## config.mk

```make
export PLATFORM = sky130hd
export DESIGN_NAME = tach_feedback
export DESIGN_NICKNAME = d
export VERILOG_FILES = /design/src/rtl/tach_pkg.sv /design/src/rtl/tach_sync.sv /design/src/rtl/tach_ctrl.sv /design/src/rtl/tach_dp.sv /design/src/rtl/tach_feedback.sv
export SDC_FILE = /design/constraint.sdc
export NUM_CORES = 1
export LEC_CHECK = 0
export CORE_MARGIN = 2
export CORE_UTILIZATION = 45
export DETAILED_ROUTE_END_ITERATION = 10
export GPL_TIMING_DRIVEN = 1
export PLACE_DENSITY_LB_ADDON = 0.08
export SYNTH_ARGS = -nofsm -noshare
export SYNTH_HDL_FRONTEND = slang
export SYNTH_SLANG_ARGS = --single-unit
```

## constraint.sdc

```tcl
create_clock -name clk -period 1.8 [get_ports clk]
set_input_delay 0.36 -clock clk [delete_from_list [all_inputs] [get_ports clk]]
set_output_delay 0.36 -clock clk [all_outputs]
set_load 0.01 [all_outputs]
```

## src/rtl/tach_pkg.sv

```systemverilog
package tach_pkg;

  localparam logic [1:0] MODE_STOP   = 2'd0;
  localparam logic [1:0] MODE_OPEN   = 2'd1;
  localparam logic [1:0] MODE_CLOSED = 2'd2;

  typedef enum logic [1:0] {
    ST_RUN   = 2'd0,
    ST_COAST = 2'd1,
    ST_SLEEP = 2'd2
  } tach_state_e;

  // strobes from control to datapath
  typedef struct packed {
    logic useDiv;   // pin driven from tick divider
    logic useComp;  // pin driven from synchronized comparator
    logic hold;     // pin frozen at captured zero-cross level
    logic clrDiv;   // clear divider phase (re-entering run)
    logic grabZc;   // capture comparator level at zero-cross
  } tach_strb_t;

endpackage

```

## src/rtl/tach_sync.sv

```systemverilog
module tach_sync #(
  parameter int STAGES = 2
) (
  input  logic clk,
  input  logic rstN,
  input  logic dIn,
  output logic dOut
);

  logic [STAGES-1:0] chain;

  genvar gi;
  generate
    for (gi = 0; gi < STAGES; gi++) begin : g_stage
      if (gi == 0) begin : g_first
        always_ff @(posedge clk) begin
          if (!rstN) chain[0] <= 1'b0;
          else       chain[0] <= dIn;
        end
      end else begin : g_next
        always_ff @(posedge clk) begin
          if (!rstN) chain[gi] <= 1'b0;
          else       chain[gi] <= chain[gi-1];
        end
      end
    end
  endgenerate

  assign dOut = chain[STAGES-1];

endmodule

```

## src/rtl/tach_ctrl.sv

```systemverilog
module tach_ctrl
  import tach_pkg::*;
#(
  parameter int GAP_W = 25
) (
  input  logic             clk,
  input  logic             rstN,
  input  logic [1:0]       modeIn,
  input  logic             dutyZero,
  input  logic             zeroCross,
  input  logic [GAP_W-1:0] slowLimit,
  output tach_strb_t       strb,
  output logic             sleepReq
);

  localparam logic [GAP_W-1:0] GAP_MAX = {GAP_W{1'b1}};

  tach_state_e state, stateNxt;
  logic [GAP_W-1:0] gapCnt;

  always_comb begin
    stateNxt = state;
    unique case (state)
      ST_RUN: begin
        if (modeIn == MODE_CLOSED && dutyZero) stateNxt = ST_COAST;
      end
      ST_COAST: begin
        if (!dutyZero)                   stateNxt = ST_RUN;
        else if (zeroCross)              stateNxt = ST_COAST;
        else if (gapCnt >= slowLimit)    stateNxt = ST_SLEEP;
      end
      ST_SLEEP: begin
        if (!dutyZero && modeIn == MODE_OPEN) stateNxt = ST_RUN;
      end
      default: stateNxt = ST_RUN;
    endcase
  end

  always_ff @(posedge clk) begin
    if (!rstN) begin
      state  <= ST_RUN;
      gapCnt <= '0;
    end else begin
      state <= stateNxt;
      if (state != ST_COAST || zeroCross)
        gapCnt <= '0;
      else if (gapCnt != GAP_MAX)
        gapCnt <= gapCnt + 1'b1;
    end
  end

  always_comb begin
    strb.useDiv  = (state == ST_RUN);
    strb.useComp = (state == ST_COAST);
    strb.hold    = (state == ST_SLEEP);
    strb.clrDiv  = (state != ST_RUN) && (stateNxt == ST_RUN);
    strb.grabZc  = zeroCross && (state != ST_SLEEP);
  end

  assign sleepReq = (state == ST_SLEEP);

endmodule

```

## src/rtl/tach_dp.sv

```systemverilog
module tach_dp
  import tach_pkg::*;
#(
  parameter int DIV_N = 3
) (
  input  logic       clk,
  input  logic       rstN,
  input  tach_strb_t strb,
  input  logic       halfTick,
  input  logic       divSel,
  input  logic       uSync,
  output logic       fgOut
);

  localparam int PH_W = $clog2(DIV_N);
  localparam logic [PH_W-1:0] PH_LAST = PH_W'(DIV_N - 1);

  logic            divSelQ;
  logic [PH_W-1:0] phase;
  logic            zcLevel;
  logic            fgQ;
  logic            selMoved;
  logic            divToggle;

  assign selMoved  = (divSel != divSelQ);
  assign divToggle = halfTick && !selMoved && (!divSel || phase == PH_LAST);

  always_ff @(posedge clk) begin
    if (!rstN) begin
      divSelQ <= 1'b0;
      phase   <= '0;
      zcLevel <= 1'b0;
      fgQ     <= 1'b0;
    end else begin
      divSelQ <= divSel;

      if (strb.grabZc) zcLevel <= uSync;

      if (strb.clrDiv || selMoved)
        phase <= '0;
      else if (strb.useDiv && halfTick && divSel)
        phase <= (phase == PH_LAST) ? '0 : phase + 1'b1;

      if (strb.useComp)
        fgQ <= uSync;
      else if (strb.hold)
        fgQ <= zcLevel;
      else if (strb.useDiv && divToggle)
        fgQ <= ~fgQ;
    end
  end

  assign fgOut = fgQ;

endmodule

```

## src/rtl/tach_feedback.sv

```systemverilog
module tach_feedback
  import tach_pkg::*;
#(
  parameter int GAP_W       = 25,
  parameter int SYNC_STAGES = 2
) (
  input  logic             clk,
  input  logic             rstN,
  input  logic             halfTick,
  input  logic             divSel,
  input  logic [1:0]       modeIn,
  input  logic             dutyZero,
  input  logic             uCompRaw,
  input  logic             zeroCross,
  input  logic [GAP_W-1:0] slowLimit,
  output logic             fgOut,
  output logic             sleepReq
);

  tach_strb_t strb;
  logic       uSync;

  tach_sync #(.STAGES(SYNC_STAGES)) u_sync (
    .clk (clk),
    .rstN(rstN),
    .dIn (uCompRaw),
    .dOut(uSync)
  );

  tach_ctrl #(.GAP_W(GAP_W)) u_ctrl (
    .clk      (clk),
    .rstN     (rstN),
    .modeIn   (modeIn),
    .dutyZero (dutyZero),
    .zeroCross(zeroCross),
    .slowLimit(slowLimit),
    .strb     (strb),
    .sleepReq (sleepReq)
  );

  tach_dp #(.DIV_N(3)) u_dp (
    .clk     (clk),
    .rstN    (rstN),
    .strb    (strb),
    .halfTick(halfTick),
    .divSel  (divSel),
    .uSync   (uSync),
    .fgOut   (fgOut)
  );

endmodule

```

==> metrics.yaml <==
critical_path:
  reg2regPathDepth: 10
  crit_buf_inv: 4
  critPathRequiredTime_ps: 2010
  cp.arrival_ps: 2310
  cp_slowest_stage_delay_ps: 260
  start_kind: "input port"
  cp-end-kind: "flip-flop"
  crit_type: "input port to flip-flop"
  critPathTopFamily: "compound AO/OA/AOI/OAI gates"
  cp_slowest_cell: "ha_4"
  critical_path.cell_chain: "dlygate4sd2_1 -> inv_4 -> ha_4 -> nand4_1 -> buf_6 -> nor4_4 -> nor3b_2 -> a22o_1 -> buf_4 -> o21ai_2 -> a21o_1 -> a211oi_2"
  cp.depth: 12
  worstPathMaxFanout: 3
sta:
  setup_ws_ps: -306
  worstMarginPinSlew_ps: 324
  setup_violations: 8
  finClkSkew_ps: 8.29
  min_period_ps: 2110
  hold_viol_final: 0
  finalSetupTns_ps: -819
  fmax_ghz: 0.475
  finalMaxSlewViolations: 0
  period_share: 1.17
  rsz0062_at_grt: "true"
  relSlewSlack: 0.781
power_and_ir_drop:
  p_int_w: 0.00116
  comb_power_share: 0.156
  p_per_area_nw_per_um2: 433
  swShare: 0.245
  total_power_w: 0.00154
  clkPwrFrac: 0.345
  seqPwrFrac: 0.499
  ir_drop_mv: 0.353
  switchingPower_w: 0.000378
  p_leak_nw: 1.49
drt:
  drtIter0Drc: 69
  routedWlPerCell_um: 12.3
  wl_um: 5340
  num_vias: 2113
  drc: 0
  vias_per_cell: 4.89
  ant_nets: 0
  firstDrtPassIters: 5
finish:
  syn_to_final_growth_pct: 54.6
  antennaDiodeCount: 0
  finalNetCount: 426
  multiInputGateArea_um2: 1850
  seq_area_um2: 696
  drive_above_1_share: 0.365
  nFillCells: 406
global_routing:
  grt_overflow: 0
  antenna_found_initial: 0
  grt_pass1_wl_um: 9030
  grtUsageTotal: 0.209
  grt_pass1_vias: 2094
  grt_max_degree: 26
clock_network:
  clk_pin_slew_ps: 60
  clock-sinks: 34
  cts_root_buffer: "clkbuf_8"
  cts_buffers: 5
  postCtsHoldBufs: 0
  htree_levels: 2
  clk_latency_ps: 290
  cts_tree: "built"
  clock_path_buffers: 2
min_path:
  hold_class: "flip-flop to flip-flop"
  hold_depth: 1
yosys:
  ys_ff_latch: 34
  synth.cell_area_um2: 2300
  yosysWarnings: 0
  yosysUniqueCellTypes: 43
  syn_avg_cell_area_um2: 8.39
  postSynthCellCount: 274
  ys_async_sr_fraction: 0
  syn-num-nets: 338
  yosysSeqAreaShare: 0.296
  synth_edf_count: 0
  synth-main-ff-cell: "dfxtp_1"
place:
  dpl_worst_slack_ps: -899
  dpl.hpwl_um: 3840
  gp_congestion: 0.751
  port_buffers: 35
floorplanning:
  fp-row-count: 26
  io_pins: 36
  die_h_um: 75.5
  die_w_um: 75.5
  coreArea_um2: 5010
  die-area_um2: 5700
  start_util: 0.459
outcome:
  status: "complete, but fails checks"
  violations: "setup timing"
job:
  cap_violations: 0
[routing by layer]
| layer | up-vias | track usage | wire length (um) |
|---|---|---|---|
| met2 | 26 | 0.386 | 2750 |
| met5 | - | 0 | 0 |
| met4 | 0 | 0.0682 | 73 |
| li1 | 1117 | - | - |
| met3 | 6 | 0.0463 | 127 |
| met1 | 964 | 0.238 | 2390 |
[cell usage after synthesis (2+ instances only)]
| cell | instances | share of area |
|---|---|---|
| o21ai_0 | 4 | 0.0087 |
| o21ai_1 | 5 | 0.011 |
| nor3_1 | 3 | 0.0065 |
| dfxtp_1 | 34 | 0.30 |
| inv_1 | 31 | 0.051 |
| nor2_1 | 30 | 0.049 |
| a211oi_1 | 5 | 0.016 |
| nor3b_2 | 2 | 0.011 |
| and2_1 | 4 | 0.011 |
| xnor2_1 | 9 | 0.034 |
| and4_4 | 3 | 0.015 |
| xor2_1 | 13 | 0.050 |
| ha_1 | 30 | 0.16 |
| nand4_1 | 9 | 0.024 |
| mux2i_1 | 3 | 0.013 |
| and3_1 | 2 | 0.0054 |
| clkbuf_1 | 2 | 0.0033 |
| and4_1 | 2 | 0.0076 |
| a31oi_1 | 3 | 0.0082 |
| nor2b_1 | 5 | 0.014 |
| nand2_1 | 24 | 0.039 |
| nand3_1 | 9 | 0.020 |
| a21oi_1 | 17 | 0.037 |
| a21o_1 | 2 | 0.0065 |
| nand2b_1 | 4 | 0.011 |
| nor4_2 | 2 | 0.011 |
[sequential cells by signal, summed over array words and instances, names as in the netlist]
name	count
u_sync.dOut	1
u_dp.fgOut	1
u_dp.zcLevel	1
u_dp.phase	2
u_dp.divSelQ	1
u_ctrl.gapCnt	25
u_sync.chain	1
u_ctrl.state	2
[cells by family after synthesis]
logic type	Yosys count	synth area share
simple gates	109	0.277
buf+inv	34	0.0555
flops	34	0.296
compound gates	42	0.111
mux	3	0.0131
fa+ha+maj	30	0.163
xor+xnor	22	0.0838
[worst paths after layout]
kind                                         from  slack (ps)            end
worst max-delay path                slowLimit[18]        -310  u_dp.phase[1]
worst min register to register    u_sync.chain[0]         430    u_sync.dOut
worst min-delay path              u_sync.chain[0]         430    u_sync.dOut
worst max register to register  u_ctrl.gapCnt[18]        -300  u_dp.phase[1]
[cells in the final DEF (no fill, tap or decap), types with 3 or more instances in the layout]
cell type and instances:
nand2_1 21, nand4_1 9, a21oi_1 16, o21ai_1 5
ha_1 11, dlygate4sd2_1 19, nand2b_1 3, nand3_2 3
ha_4 18, nand3_1 6, dfxtp_1 22, buf_4 43
and4_4 3, o21ai_0 3, xor2_1 12, inv_4 3
xnor2_1 7, inv_1 16, dfxtp_2 12, buf_6 4
clkbuf_8 5, nor3_1 3, and2_1 4, nor2_1 29
clkdlybuf4s50_1 15, a31oi_1 3, nor2b_1 5, mux2i_1 3
a211oi_1 3, inv_2 11
[repair_timing]
item | 4_1_cts | 5_1_grt
pin swaps | 30 | 27
endpoints found under the setup margin | 16 | 25
gates cloned | 0 | 0
setup buffers | 4 | 4
gates resized for setup | 59 | 26
[power by group through the flow]
stage | sequential [W] | clock [W] | combinational [W]
3_5_place_dp | 0.000786 | 0 | 0.000218
6_report | 0.000769 | 0.000531 | 0.000240
5_1_grt | 0.000770 | 0.000570 | 0.000267
2_1_floorplan | 0.000786 | 0 | 0.0000980
4_1_cts | 0.000769 | 0.000550 | 0.000233
3_3_place_gp | 0.000785 | 0 | 0.000214
[through the flow]
step	instances	util	hold slack [ps]	cell area (um^2)
after detailed placement	417	0.623	418	3120
final	432	0.709	432	3550
after CTS	428	0.684	432	3420
after global placement	417	0.623	416	3120
after global routing	432	0.709	442	3550
after floorplan	274	-	412	2380
[cell type report]
type                       instances  area share
clock buffer                       7      0.0215
timing repair buffer              83       0.200
multi-input combinational        206       0.520
sequential                        34       0.196
tap                               70      0.0246
inverter                          32      0.0380
(Power assumes the default switching activity.)
